--- src/rtl/ddr_rd_pkg.sv ---
package ddr_rd_pkg;

  // burst-length select codes on mode_bl
  typedef enum logic [1:0] {
    BURST2 = 2'd0,
    BURST4 = 2'd1,
    BURST8 = 2'd2
  } burst_e;

  // code 3 is outside the contract; fold it onto the longest burst
  function automatic logic [1:0] burst_code(input logic [1:0] m);
    return (m == 2'd3) ? 2'(BURST8) : m;
  endfunction

endpackage

--- src/rtl/rd_cmd_pipe.sv ---
module rd_cmd_pipe #(
  parameter int W      = 12,
  parameter int STAGES = 3
) (
  input  logic         clk,
  input  logic         rst_n,
  input  logic         in_valid,
  input  logic [W-1:0] in_data,
  output logic         stg_valid [STAGES],
  output logic [W-1:0] stg_data  [STAGES]
);

  for (genvar g = 0; g < STAGES; g++) begin : g_stage
    logic         nxt_v;
    logic [W-1:0] nxt_d;
    if (g == 0) begin : g_head
      assign nxt_v = in_valid;
      assign nxt_d = in_data;
    end else begin : g_tail
      assign nxt_v = stg_valid[g-1];
      assign nxt_d = stg_data[g-1];
    end
    always_ff @(posedge clk or negedge rst_n) begin
      if (!rst_n) begin
        stg_valid[g] <= 1'b0;
        stg_data[g]  <= '0;
      end else begin
        stg_valid[g] <= nxt_v;
        stg_data[g]  <= nxt_v ? nxt_d : '0;
      end
    end
  end

endmodule

--- src/rtl/rd_word_gen.sv ---
module rd_word_gen #(
  parameter int BW  = 2,
  parameter int CW  = 9,
  parameter int DW  = 16,
  parameter int MUL = 7,
  parameter int ADD = 3
) (
  input  logic [BW-1:0] bank,
  input  logic [CW-1:0] col,
  output logic [DW-1:0] word
);

  localparam int LW = BW + CW;

  logic [LW-1:0] lin;
  assign lin  = {bank, col};
  assign word = DW'(lin) * DW'(MUL) + DW'(ADD);

endmodule

--- src/rtl/rd_burst_engine.sv ---
module rd_burst_engine
  import ddr_rd_pkg::*;
#(
  parameter int BW     = 2,
  parameter int CW     = 9,
  parameter int DW     = 16,
  parameter int MAX_LG = 3
) (
  input  logic          clk,
  input  logic          rst_n,
  input  logic          launch,
  input  logic [BW-1:0] l_bank,
  input  logic [CW-1:0] l_col,
  input  logic          l_ap,
  input  logic          pre_req,
  input  logic [1:0]    bl_sel,
  input  logic [DW-1:0] w_rise,
  input  logic [DW-1:0] w_fall,
  output logic [BW-1:0] rd_bank,
  output logic [CW-1:0] col_rise,
  output logic [CW-1:0] col_fall,
  output logic [DW-1:0] dq_rise,
  output logic [DW-1:0] dq_fall,
  output logic          dq_oe,
  output logic          dqs_oe,
  output logic          strb_hi,
  output logic          pre_valid,
  output logic [BW-1:0] pre_bank
);

  localparam int PW = MAX_LG;
  localparam int EW = MAX_LG + 1;

  logic [BW-1:0] act_bank;
  logic [CW-1:0] act_col;
  logic          act_ap;
  logic [PW-1:0] nxt_pair, left;

  logic [1:0]    code;
  logic [PW-1:0] npairs;
  logic [CW-1:0] mask;

  logic          emit, final_pair;
  logic [BW-1:0] use_bank;
  logic [CW-1:0] use_col;
  logic          use_ap;
  logic [PW-1:0] use_pair, use_left;
  logic [EW-1:0] e_rise, e_fall;

  assign code   = burst_code(bl_sel);
  assign npairs = PW'(1) << code;
  assign mask   = (CW'(1) << (code + 2'd1)) - CW'(1);

  always_comb begin
    emit     = 1'b0;
    use_bank = act_bank;
    use_col  = act_col;
    use_ap   = act_ap;
    use_pair = nxt_pair;
    use_left = '0;
    if (launch) begin
      emit     = 1'b1;
      use_bank = l_bank;
      use_col  = l_col;
      use_ap   = l_ap;
      use_pair = '0;
      use_left = npairs - PW'(1);
    end else if (left != '0) begin
      emit     = 1'b1;
      use_left = left - PW'(1);
    end
    final_pair = emit && (use_left == '0);
  end

  assign e_rise   = {use_pair, 1'b0};
  assign e_fall   = {use_pair, 1'b1};
  assign col_rise = (use_col & ~mask) | ((use_col + CW'(e_rise)) & mask);
  assign col_fall = (use_col & ~mask) | ((use_col + CW'(e_fall)) & mask);
  assign rd_bank  = use_bank;

  always_ff @(posedge clk or negedge rst_n) begin
    if (!rst_n) begin
      act_bank  <= '0;
      act_col   <= '0;
      act_ap    <= 1'b0;
      nxt_pair  <= '0;
      left      <= '0;
      dq_rise   <= '0;
      dq_fall   <= '0;
      dq_oe     <= 1'b0;
      dqs_oe    <= 1'b0;
      strb_hi   <= 1'b0;
      pre_valid <= 1'b0;
      pre_bank  <= '0;
    end else begin
      act_bank  <= use_bank;
      act_col   <= use_col;
      act_ap    <= use_ap;
      nxt_pair  <= use_pair + PW'(1);
      left      <= use_left;
      dq_rise   <= emit ? w_rise : '0;
      dq_fall   <= emit ? w_fall : '0;
      dq_oe     <= emit;
      dqs_oe    <= emit | pre_req;
      strb_hi   <= emit;
      pre_valid <= final_pair & use_ap;
      pre_bank  <= (final_pair & use_ap) ? use_bank : '0;
    end
  end

endmodule

--- src/rtl/ddr_rd_seq.sv ---
module ddr_rd_seq #(
  parameter int BW     = 2,
  parameter int CW     = 9,
  parameter int DW     = 16,
  parameter int CL_MIN = 2,
  parameter int MAX_LG = 3
) (
  input  logic          clk,
  input  logic          rst_n,
  input  logic          cmd_valid,
  input  logic [BW-1:0] cmd_bank,
  input  logic [CW-1:0] cmd_col,
  input  logic          cmd_ap,
  input  logic          mode_cl,
  input  logic [1:0]    mode_bl,
  output logic [DW-1:0] dq_rise,
  output logic [DW-1:0] dq_fall,
  output logic          dq_oe,
  output logic          dqs_oe,
  output logic          dqs_rise_lvl,
  output logic          pre_valid,
  output logic [BW-1:0] pre_bank
);

  localparam int NCL = 2;
  localparam int STG = CL_MIN + NCL - 1;
  localparam int PLW = BW + CW + 1;

  logic           stg_v [STG];
  logic [PLW-1:0] stg_d [STG];

  rd_cmd_pipe #(.W(PLW), .STAGES(STG)) u_pipe (
    .clk      (clk),
    .rst_n    (rst_n),
    .in_valid (cmd_valid),
    .in_data  ({cmd_bank, cmd_col, cmd_ap}),
    .stg_valid(stg_v),
    .stg_data (stg_d)
  );

  // taps: preamble one stage ahead of launch
  logic           launch, pre_req;
  logic [PLW-1:0] l_cmd;
  always_comb begin
    launch  = stg_v[CL_MIN - 1 + int'(mode_cl)];
    l_cmd   = stg_d[CL_MIN - 1 + int'(mode_cl)];
    pre_req = stg_v[CL_MIN - 2 + int'(mode_cl)];
  end

  logic [BW-1:0] rd_bank;
  logic [CW-1:0] lane_col  [2];
  logic [DW-1:0] lane_word [2];

  for (genvar g = 0; g < 2; g++) begin : g_lane
    rd_word_gen #(.BW(BW), .CW(CW), .DW(DW)) u_word (
      .bank(rd_bank),
      .col (lane_col[g]),
      .word(lane_word[g])
    );
  end

  rd_burst_engine #(.BW(BW), .CW(CW), .DW(DW), .MAX_LG(MAX_LG)) u_eng (
    .clk      (clk),
    .rst_n    (rst_n),
    .launch   (launch),
    .l_bank   (l_cmd[PLW-1 -: BW]),
    .l_col    (l_cmd[CW:1]),
    .l_ap     (l_cmd[0]),
    .pre_req  (pre_req),
    .bl_sel   (mode_bl),
    .w_rise   (lane_word[0]),
    .w_fall   (lane_word[1]),
    .rd_bank  (rd_bank),
    .col_rise (lane_col[0]),
    .col_fall (lane_col[1]),
    .dq_rise  (dq_rise),
    .dq_fall  (dq_fall),
    .dq_oe    (dq_oe),
    .dqs_oe   (dqs_oe),
    .strb_hi  (dqs_rise_lvl),
    .pre_valid(pre_valid),
    .pre_bank (pre_bank)
  );

endmodule

--- config.mk ---
export PLATFORM = sky130hd
export DESIGN_NAME = ddr_rd_seq
export DESIGN_NICKNAME = d
export VERILOG_FILES = /design/src/rtl/ddr_rd_pkg.sv /design/src/rtl/rd_cmd_pipe.sv /design/src/rtl/rd_word_gen.sv /design/src/rtl/rd_burst_engine.sv /design/src/rtl/ddr_rd_seq.sv
export SDC_FILE = /design/constraint.sdc
export NUM_CORES = 1
export LEC_CHECK = 0
export ABC_AREA = 1
export BUFFER_PORTS_ARGS = -buffer_cell sky130_fd_sc_hd__buf_2
export CAP_MARGIN = 30
export CORE_MARGIN = 3
export CORE_UTILIZATION = 47
export CTS_CLUSTER_DIAMETER = 30
export DETAILED_ROUTE_END_ITERATION = 16
export PLACE_DENSITY = 0.73
export SYNTH_ARGS = -nofsm -noshare
export SYNTH_HDL_FRONTEND = slang
export SYNTH_HIERARCHICAL = 1
export SYNTH_SLANG_ARGS = --single-unit
--- constraint.sdc ---
create_clock -name clk -period 5.6 [get_ports clk]
set_clock_uncertainty 0.05 [all_clocks]
set_input_delay 1.4 -clock clk [delete_from_list [all_inputs] [get_ports clk]]
set_output_delay 1.4 -clock clk [all_outputs]
set_load 0.005 [all_outputs]
==> impl_metrics.ini, run 1 <==
[drt]
drt_iter0_drc = 262
drc = 0
wl_mm = 9.90
dr.pass1.iters = 4
ant_nets = 0
vias = 4259
wl_per_cell_um = 10.0
vias_per_cell = 4.31

[global_routing]
grt-ovfl-total = 0
grt_max_degree = 55
grt_pass1_wl_mm = 18.3
grt_use_total_pct = 15.8
antenna_found_initial = 0
grt_pass1_vias = 4165

[floorplan]
die_x_um = 119
start_util_pct = 49.2
floorplan.rows = 40
core_mm2 = 0.0123
die_height_um = 119
die_area_mm2 = 0.0142
ios = 56

[synthesis]
netlist_instances = 764
synth_nets = 861
synth_top_area_cell = dfrtp_1
syn_area_mm2 = 0.00603
synth_commonest_cells = 237 x nand2_1, 188 x inv_1, 93 x dfrtp_1, 56 x nor2_1, 55 x ha_1
synth_seq_area_share_pct = 38.6
synth_flop_cell = dfrtp_1
yosys.area.top_type_share_pct = 38.6
synth_area_per_cell_um2 = 7.90
synth-edff-count = 0
async_flop_share_pct = 100
yosysUniqueCellTypes = 27
synth_area_leaders = dfrtp_1 39%, nand2_1 15%, inv_1 12%
synth_warnings = 6
ys_ff_latch = 93
synth.most_common_cell = nand2_1

[place]
routabilityCongestion = 0.868
io_buffers = 55
dp_cells = 973
dp_slack_ns = 0.0937
dp_hpwl_mm = 7.78
dpl-instance-area_mm2 = 0.00640

[worst_setup_path]
critPathCaptureType = register
worstSetupStartpointType = input port
critPathMaxFanout = 15
worst_ep_required_time_ns = 5.76
path_class = input port to register
worstPathArrival_ns = 5.29

[sta]
period_share_pct = 91.5
finalHoldViolations = 0
slew_headroom_pct = 51.4
tns_ns = 0
fin_crit_ns = 5.12
timing.hold.ws_ns = 0.377
worstMarginPinSlew_ns = 0.728
rsz0062_at_grt = no
final-max-slew-violation-count = 0
worst_slack_ns = 0.476
setup_viol = 0
max_freq_mhz = 195

[clock_network]
cts_sinks = 93
cts_tree = built
clk_pin_slew_ns = 0.07
cts_root_buffer = clkbuf_16
hold_buffers = 0
clockBufferDepth = 2
cts_buffers = 9
postCtsSetupBuffers = 0
cts_resized = 0
clk_latency_ns = 0.35
cts_max_level = 3

[status]
status = complete, no violations

[power]
ir_drop_v = 0.000187
powerDensity_mw_per_mm2 = 343
p_leak_nw = 4.31

[final_layout]
syn_to_final_growth_pct = 11.4
fin_cells = 989
final_area_mm2 = 0.00672
nets = 913
drive_above_1_share_pct = 11.2
antenna_cells = 0
fill_cells = 1134

[min_path]
min_path_type = register to register

[flow_run]
cap_viol_max_count = 0
## path summary, 6_finish.rpt
check                                     endpoint  depth (start not counted)                     from  slack, ns
worst min register to register   u_eng/nxt_pair[0]                          1        u_eng/nxt_pair[0]       0.38
worst max-delay path             u_eng/dq_fall[13]                         23                  mode_cl       0.48
max in group asynchronous       u_pipe/stg_data[3]                          2                    rst_n       3.54
worst min-delay path             u_eng/nxt_pair[0]                          1        u_eng/nxt_pair[0]       0.38
min in group asynchronous        u_eng/dq_rise[15]                          1                    rst_n       1.05
worst max register to register   u_eng/dq_fall[13]                         20  u_pipe/g_stage[2].nxt_v       1.24
## worst max-delay path: stages
cell and delay, ns:
buf_2 0.22, inv_2 0.10, buf_4 0.17, nand2_1 0.06, nand2_1 0.04, or2_0 0.21, o21a_1 0.16, fa_1 0.41
xnor2_1 0.13, o21ai_0 0.28, inv_1 0.16, fa_1 0.57, inv_1 0.05, ha_1 0.29, ha_1 0.37, nand2_1 0.14
nand3_2 0.14, nand3_1 0.11, nand3_1 0.07, nand2_1 0.06, nand2_1 0.05, inv_1 0.05, nor2_1 0.04
## area by class of cell
class | count | area (µm²) | share of cell area, %
Sequential cell | 93 | 2330 | 34.6
Multi-Input combinational cell | 459 | 2820 | 41.9
Inverter | 190 | 713 | 10.6
Timing Repair Buffer | 63 | 338 | 5.03
Clock buffer | 9 | 225 | 3.35
Clock inverter | 7 | 91.3 | 1.36
Tap cell | 168 | 210 | 3.13
## per-layer routing
| layer | vias up | wire, µm | track usage [%] |
|---|---|---|---|
| li1 | 2313 | - | - |
| met1 | 1863 | 4660 | 19.8 |
| met2 | 73 | 4700 | 26.6 |
| met3 | 10 | 411 | 3.94 |
| met4 | 0 | 131 | 5.58 |
| met5 | - | 0 | 0 |
## kinds of logic after synthesis
family,Yosys count,synth area share [%]
xor gates and xnor gates,17,2.47
other,2,0.125
buffers and inverters,212,14.7
DFF,93,38.6
adders and majority gates,79,19.4
AOI/OAI and AO/OA,24,2.12
and+or+nand+nor,337,22.6
## cells in the final DEF (no fill, tap or decap), types with 2 or more instances in the layout
cell type  synthesis  final
o21ai_0            9      9
a21oi_1           11     11
nand2_2            4      4
nand2_1          237    237
nor2_1            56     56
ha_1              55     55
nand3_1           20     20
buf_2              3     54
or2_0              2      2
nand3_2            4      4
fa_1              24     24
conb_1             2      2
dfrtp_1           93     93
xor2_1            16     16
nand4_1            8      8
inv_1            188    188
nor3_1             2      2
clkbuf_16          0      9
inv_2              2      2
inv_8              0      2
or2_2              2      2
o21a_1             2      2
buf_4             14      9
## state kept, by name (all words and copies together) (netlist names), named ones only
signal                flops
u_pipe/g_stage.nxt_v      2
u_eng/pre_bank            2
u_eng/nxt_pair            2
u_pipe/stg_data          12
u_eng/act_bank            2
u_eng/act_col             5
u_eng/act_ap              1
u_eng/dq_fall            16
u_pipe/g_stage.nxt_d     24
u_eng/strb_hi             1
u_eng/pre_valid           1
u_eng/dq_rise            16
u_eng/left                3
u_pipe/stg_valid          1
u_eng/dqs_oe              1
## report_power, final
| part | total (mW) | internal [mW] | switching, mW |
|---|---|---|---|
| Clock | 0.633 | 0.357 | 0.275 |
| Sequential | 0.796 | 0.771 | 0.0253 |
| Combinational | 0.879 | 0.347 | 0.532 |
## metrics by stage
step | total power, mW | utilization [%]
floorplan | 1.46 | -
global placement | 1.68 | 52.2
detailed placement | 1.69 | 52.2
CTS | 2.34 | 54.8
global route | 2.53 | 54.8
finish | 2.31 | 54.8
No activity file was read; power rests on OpenSTA's default activity.
==> inputs of run 2 (changes only) <==
Settings changed: ABC_AREA 1 to default.
==> impl_metrics.ini, run 2 <==
[worst_setup_path]
worst_ep_required_time_ns = 5.79
max_stage_delay_ns = 0.55
crit_chain = buf_2, mux2_2, mux2_4, ha_1, fa_1, inv_1, a21oi_2, inv_1, fa_1, inv_1, ha_1, ha_1, nand2_1, o21ai_1, o211ai_1, buf_4, a311oi_1, xor2_1, and2_1
slowest_stage = fa_1
path_class = input port to register
reg2reg_depth = 18
worstSetupStartpointType = input port
critPathMaxFanout = 4
rrSetupSlack_ns = 0.90
reg2reg_to = u_eng/dq_rise[11]
worstPathArrival_ns = 5.59
r2r-start = u_pipe/g_stage[2].nxt_v
critPathCaptureType = register

[synthesis]
syn_area_mm2 = 0.00567
synth-edff-count = 0
synth.most_common_cell = dfrtp_1
yosys.area.top_type_share_pct = 41.1
netlist_instances = 495
synth_seq_area_share_pct = 41.1
synth_commonest_cells = 93 x dfrtp_1, 57 x inv_1, 55 x ha_1, 44 x and2_1, 31 x mux2_2
synth_nets = 592
synth_warnings = 6
yosysUniqueCellTypes = 57
synth_area_leaders = dfrtp_1 41%, ha_1 12%, fa_1 8.5%
synth_flop_cell = dfrtp_1
synth_top_area_cell = dfrtp_1
synth_area_per_cell_um2 = 11.5
ys_ff_latch = 93
async_flop_share_pct = 100

[sta]
slew_headroom_pct = 51.4
timing.hold.ws_ns = 0.409
final-max-slew-violation-count = 0
setup_viol = 0
worstMarginPinSlew_ns = 0.730
worst_slack_ns = 0.197
tns_ns = 0
period_share_pct = 96.5
max_freq_mhz = 185
finalHoldViolations = 0
fin_crit_ns = 5.40

[power]
powerDensity_mw_per_mm2 = 317
p_int_mw = 1.42
power_frac_seq_pct = 37.7
p_sw_uw = 644
clock_power_share_pct = 28.9
ir_drop_v = 0.000155
p_total_mw = 2.07
p_leak_nw = 3.47
p_comb_share_pct = 33.4
swShare_pct = 31.1

[final_layout]
antenna_cells = 0
final_util_pct = 56.1
syn_to_final_growth_pct = 15.0
final_cell_mix = 93 x dfrtp_1, 56 x inv_1, 54 x buf_2, 53 x ha_1, 44 x and2_1
layout_commonest_cell = dfrtp_1
final_area_mm2 = 0.00652
largest_reg_flops = 24
nets = 662
fill_cells = 998
drive_above_1_share_pct = 30.9
fin_cells = 713

[clock_network]
cts_sinks = 93
cts_root_buffer = clkbuf_16
clk_pin_slew_ns = 0.07
cts_max_level = 3
clk_latency_ns = 0.34
clockBufferDepth = 2
cts_buffers = 9
cts_tree = built

[drt]
dr.pass1.iters = 5
wl_mm = 9.39
wl_met3_um = 395
wl_per_cell_um = 13.2
vias = 3496
wl_met2_mm = 4.78
ant_nets = 0
vias_per_cell = 4.90
drc = 0
drt-met1-wl_mm = 4.07
highest_layer = met4
drt_iter0_drc = 96

[place]
io_buffers = 55
dp_hpwl_mm = 7.24
dpl-instance-area_mm2 = 0.00620
routabilityCongestion = 0.880
dp_slack_ns = -0.191
dp_cells = 696

[global_routing]
grt_pass1_wl_mm = 16.3
grt_max_degree = 62
grt_use_total_pct = 15.5
grt-ovfl-total = 0
antenna_found_initial = 0
grt_pass1_vias = 3655

[floorplan]
ios = 56
start_util_pct = 48.8
die_x_um = 116
floorplan.rows = 39
core_mm2 = 0.0116
die_area_mm2 = 0.0134
die_height_um = 116

[min_path]
whs_endpoint = u_pipe/g_stage[2].nxt_d[9]
hold_depth = 1
min_path_type = register to register
hold_start = u_pipe/g_stage[1].nxt_d[9]

[status]
status = complete, no violations

[flow_run]
cap_viol_max_count = 0
-- run 2: repair_timing --
item,4_1_cts,5_1_grt
hold buffers,0,0
setup buffers,0,1
resized for setup,0,1
setup endpoints to repair,0,3
-- run 2: kinds of logic (layout without fill, tap and decap cells) --
family	after synthesis	in the layout	synth area share, %
AND/OR/NAND/NOR	128	128	13.9
XOR/XNOR	23	23	3.55
multiplexers	33	33	6.60
buffers and inverters	78	153	6.60
flip-flops	93	93	41.1
AO/OA/AOI/OAI	59	59	7.59
other	2	2	0.132
adder cells (fa/ha/maj)	79	79	20.6
-- run 2: worst max-delay path by stage --
| stage | startpoint | end | slack [ns] |
|---|---|---|---|
| after floorplan | mode_cl | u_eng/dq_fall[11] | 0.02 |
| after global placement | mode_cl | u_eng/dq_rise[11] | -0.09 |
| after detailed placement | mode_cl | u_eng/dq_rise[11] | -0.19 |
| after CTS | mode_cl | u_eng/dq_rise[11] | 0.16 |
| after global routing | mode_cl | u_eng/dq_rise[11] | -0.02 |
| final | mode_cl | u_eng/dq_rise[11] | 0.20 |
-- run 2: power groups by stage --
stage | sequential (mW) | combinational, mW | clock (mW)
2_1_floorplan | 0.800 | 0.447 | 0
3_3_place_gp | 0.789 | 0.662 | 0
3_5_place_dp | 0.793 | 0.686 | 0
4_1_cts | 0.781 | 0.701 | 0.625
5_1_grt | 0.789 | 0.784 | 0.653
6_report | 0.779 | 0.689 | 0.597
-- run 2: final cells by class --
class	instances	area [µm²]	share of cell area, %
multi-input cells	324	3010	46.2
flip-flops and latches	93	2330	35.7
repair buffers	80	485	7.45
clock buffers	9	225	3.45
inverters	57	214	3.28
well taps	143	179	2.74
clock inverters	7	78.8	1.21
-- run 2: metal layers --
layer | vias up | global-route usage [%]
li1 | 1748 | -
met1 | 1676 | 18.9
met2 | 59 | 26.6
met3 | 13 | 3.97
met4 | 0 | 5.49
met5 | - | 0
-- run 2: critical path, delay by kind of cell --
| family | cells | cell delay (ns) |
|---|---|---|
| AOI/OAI and AO/OA | 4 | 0.79 |
| adders and majority gates | 5 | 1.84 |
| and+or+nand+nor | 2 | 0.22 |
| buffers and inverters | 5 | 0.49 |
| muxes | 2 | 0.74 |
| xor gates and xnor gates | 1 | 0.09 |
==> inputs of run 3 (changes only) <==
Settings changed: BUFFER_PORTS_ARGS -buffer_cell sky130_fd_sc_hd__buf_2 to -buffer_cell sky130_fd_sc_hd__buf_4.
==> impl_metrics.ini, run 3 (same netlist as run 2, synthesis figures left out) <==
[final_layout]
regArea_mm2 = 0.00233
syn_to_final_growth_pct = 17.3
final_cell_mix = 93 x dfrtp_1, 77 x buf_4, 56 x inv_1, 53 x ha_1, 44 x and2_1
final_area_mm2 = 0.00665
multiInputGateArea_mm2 = 0.00301
layout_commonest_cell = dfrtp_1
largest_reg_flops = 24
drive_above_1_share_pct = 30.8
antenna_cells = 0
fill_cells = 982
nets = 661

[drt]
wl_mm = 9.28
vias = 3470
wl_met3_um = 347
wl_per_cell_um = 13.0
dr.pass1.iters = 4
drt_iter0_drc = 122
wl_met2_mm = 4.57
drt-met1-wl_mm = 4.21
highest_layer = met4
drc = 0
vias_per_cell = 4.87
ant_nets = 0

[sta]
period_share_pct = 95.2
tns_ns = 0
final-max-slew-violation-count = 0
fin_crit_ns = 5.33
setup_viol = 0
rsz0062_at_grt = no
max_freq_mhz = 188
worst_slack_ns = 0.268
finalHoldViolations = 0
slew_headroom_pct = 51.8
worstMarginPinSlew_ns = 0.723

[floorplan]
start_util_pct = 48.8
core_mm2 = 0.0116
die_x_um = 116
die_area_mm2 = 0.0134
ios = 56
die_height_um = 116
floorplan.rows = 39

[min_path]
hold_depth = 1
min_path_type = register to register
hold_start = u_pipe/g_stage[1].nxt_d[9]

[clock_network]
clockBufferDepth = 2
cts_buffers = 9
cts_max_level = 3
cts_sinks = 93
cts_root_buffer = clkbuf_16
clk_latency_ns = 0.34
cts_tree = built
clk_pin_slew_ns = 0.07

[power]
powerDensity_mw_per_mm2 = 319
p_leak_nw = 3.50
ir_drop_v = 0.000162
p_total_mw = 2.12

[place]
dp_slack_ns = -0.181
dpl-instance-area_mm2 = 0.00632
routabilityCongestion = 0.873
io_buffers = 55
dp_hpwl_mm = 6.93

[worst_setup_path]
r2r-start = u_pipe/g_stage[2].nxt_v
reg2reg_depth = 18
path_class = input port to register
worst_ep_required_time_ns = 5.78
critPathMaxFanout = 9
critPathCaptureType = register
worstPathArrival_ns = 5.51
crit_start = mode_cl
worstSetupStartpointType = input port

[status]
status = complete, no violations

[global_routing]
grt-ovfl-total = 0
grt_max_degree = 62
grt_pass1_vias = 3643
grt_pass1_wl_mm = 16.5
grt_use_total_pct = 15.5
antenna_found_initial = 0

[flow_run]
cap_viol_max_count = 0
==> run 3: cell type report <==
cell class | instances | share of cell area (%)
multi-input combinational | 324 | 45.3
tap | 143 | 2.69
clock buffer | 10 | 3.44
timing repair buffer | 79 | 9.22
sequential | 93 | 35.0
inverter | 57 | 3.22
clock inverter | 6 | 1.13
==> run 3: worst paths after layout <==
path                                               to  slack (ns)
setup / recovery                    u_eng/dq_fall[11]        0.27
hold / removal             u_pipe/g_stage[2].nxt_d[9]        0.41
setup reg to reg                    u_eng/dq_fall[11]        0.96
hold reg to reg            u_pipe/g_stage[2].nxt_d[9]        0.41
max in group asynchronous               u_eng/left[0]        3.49
min in group asynchronous           u_eng/dq_rise[15]        0.94
==> run 3: stage by stage <==
stage                     instances  util (%)  hold WS [ns]
after floorplan                 495         -         0.369
after global placement          694      54.4         0.392
after detailed placement        694      54.4         0.393
after CTS                       710      57.0         0.409
after global routing            712      57.3         0.428
final                           712      57.3         0.409
==> run 3: repair_timing <==
item                                    CTS  global route
hold buffers                              0             0
endpoints found under the setup margin    0             4
setup buffers                             0             1
resized for setup                         0             2
==> run 3: worst max-delay path, cell delays in order <==
cell	delay, ns
buf_4	0.11
buf_4	0.17
mux2_2	0.38
mux2i_4	0.16
inv_2	0.07
fa_1	0.43
xnor2_1	0.14
a21oi_1	0.25
inv_1	0.14
fa_1	0.56
inv_1	0.05
ha_1	0.29
ha_1	0.21
a21o_1	0.21
a311o_2	0.38
o2111ai_2	0.13
a311oi_2	0.14
xor2_1	0.15
and2_1	0.14
==> run 3: per-layer routing <==
layer,GRT usage [%],vias to the layer above
met3,3.24,12
met5,0,-
met4,5.57,0
li1,-,1737
met2,26.5,53
met1,19.5,1668
==> run 3: where the power goes <==
group	internal [mW]	total (mW)	switching (mW)
combinational	0.378	0.715	0.337
clock	0.355	0.626	0.271
sequential	0.756	0.783	0.0269
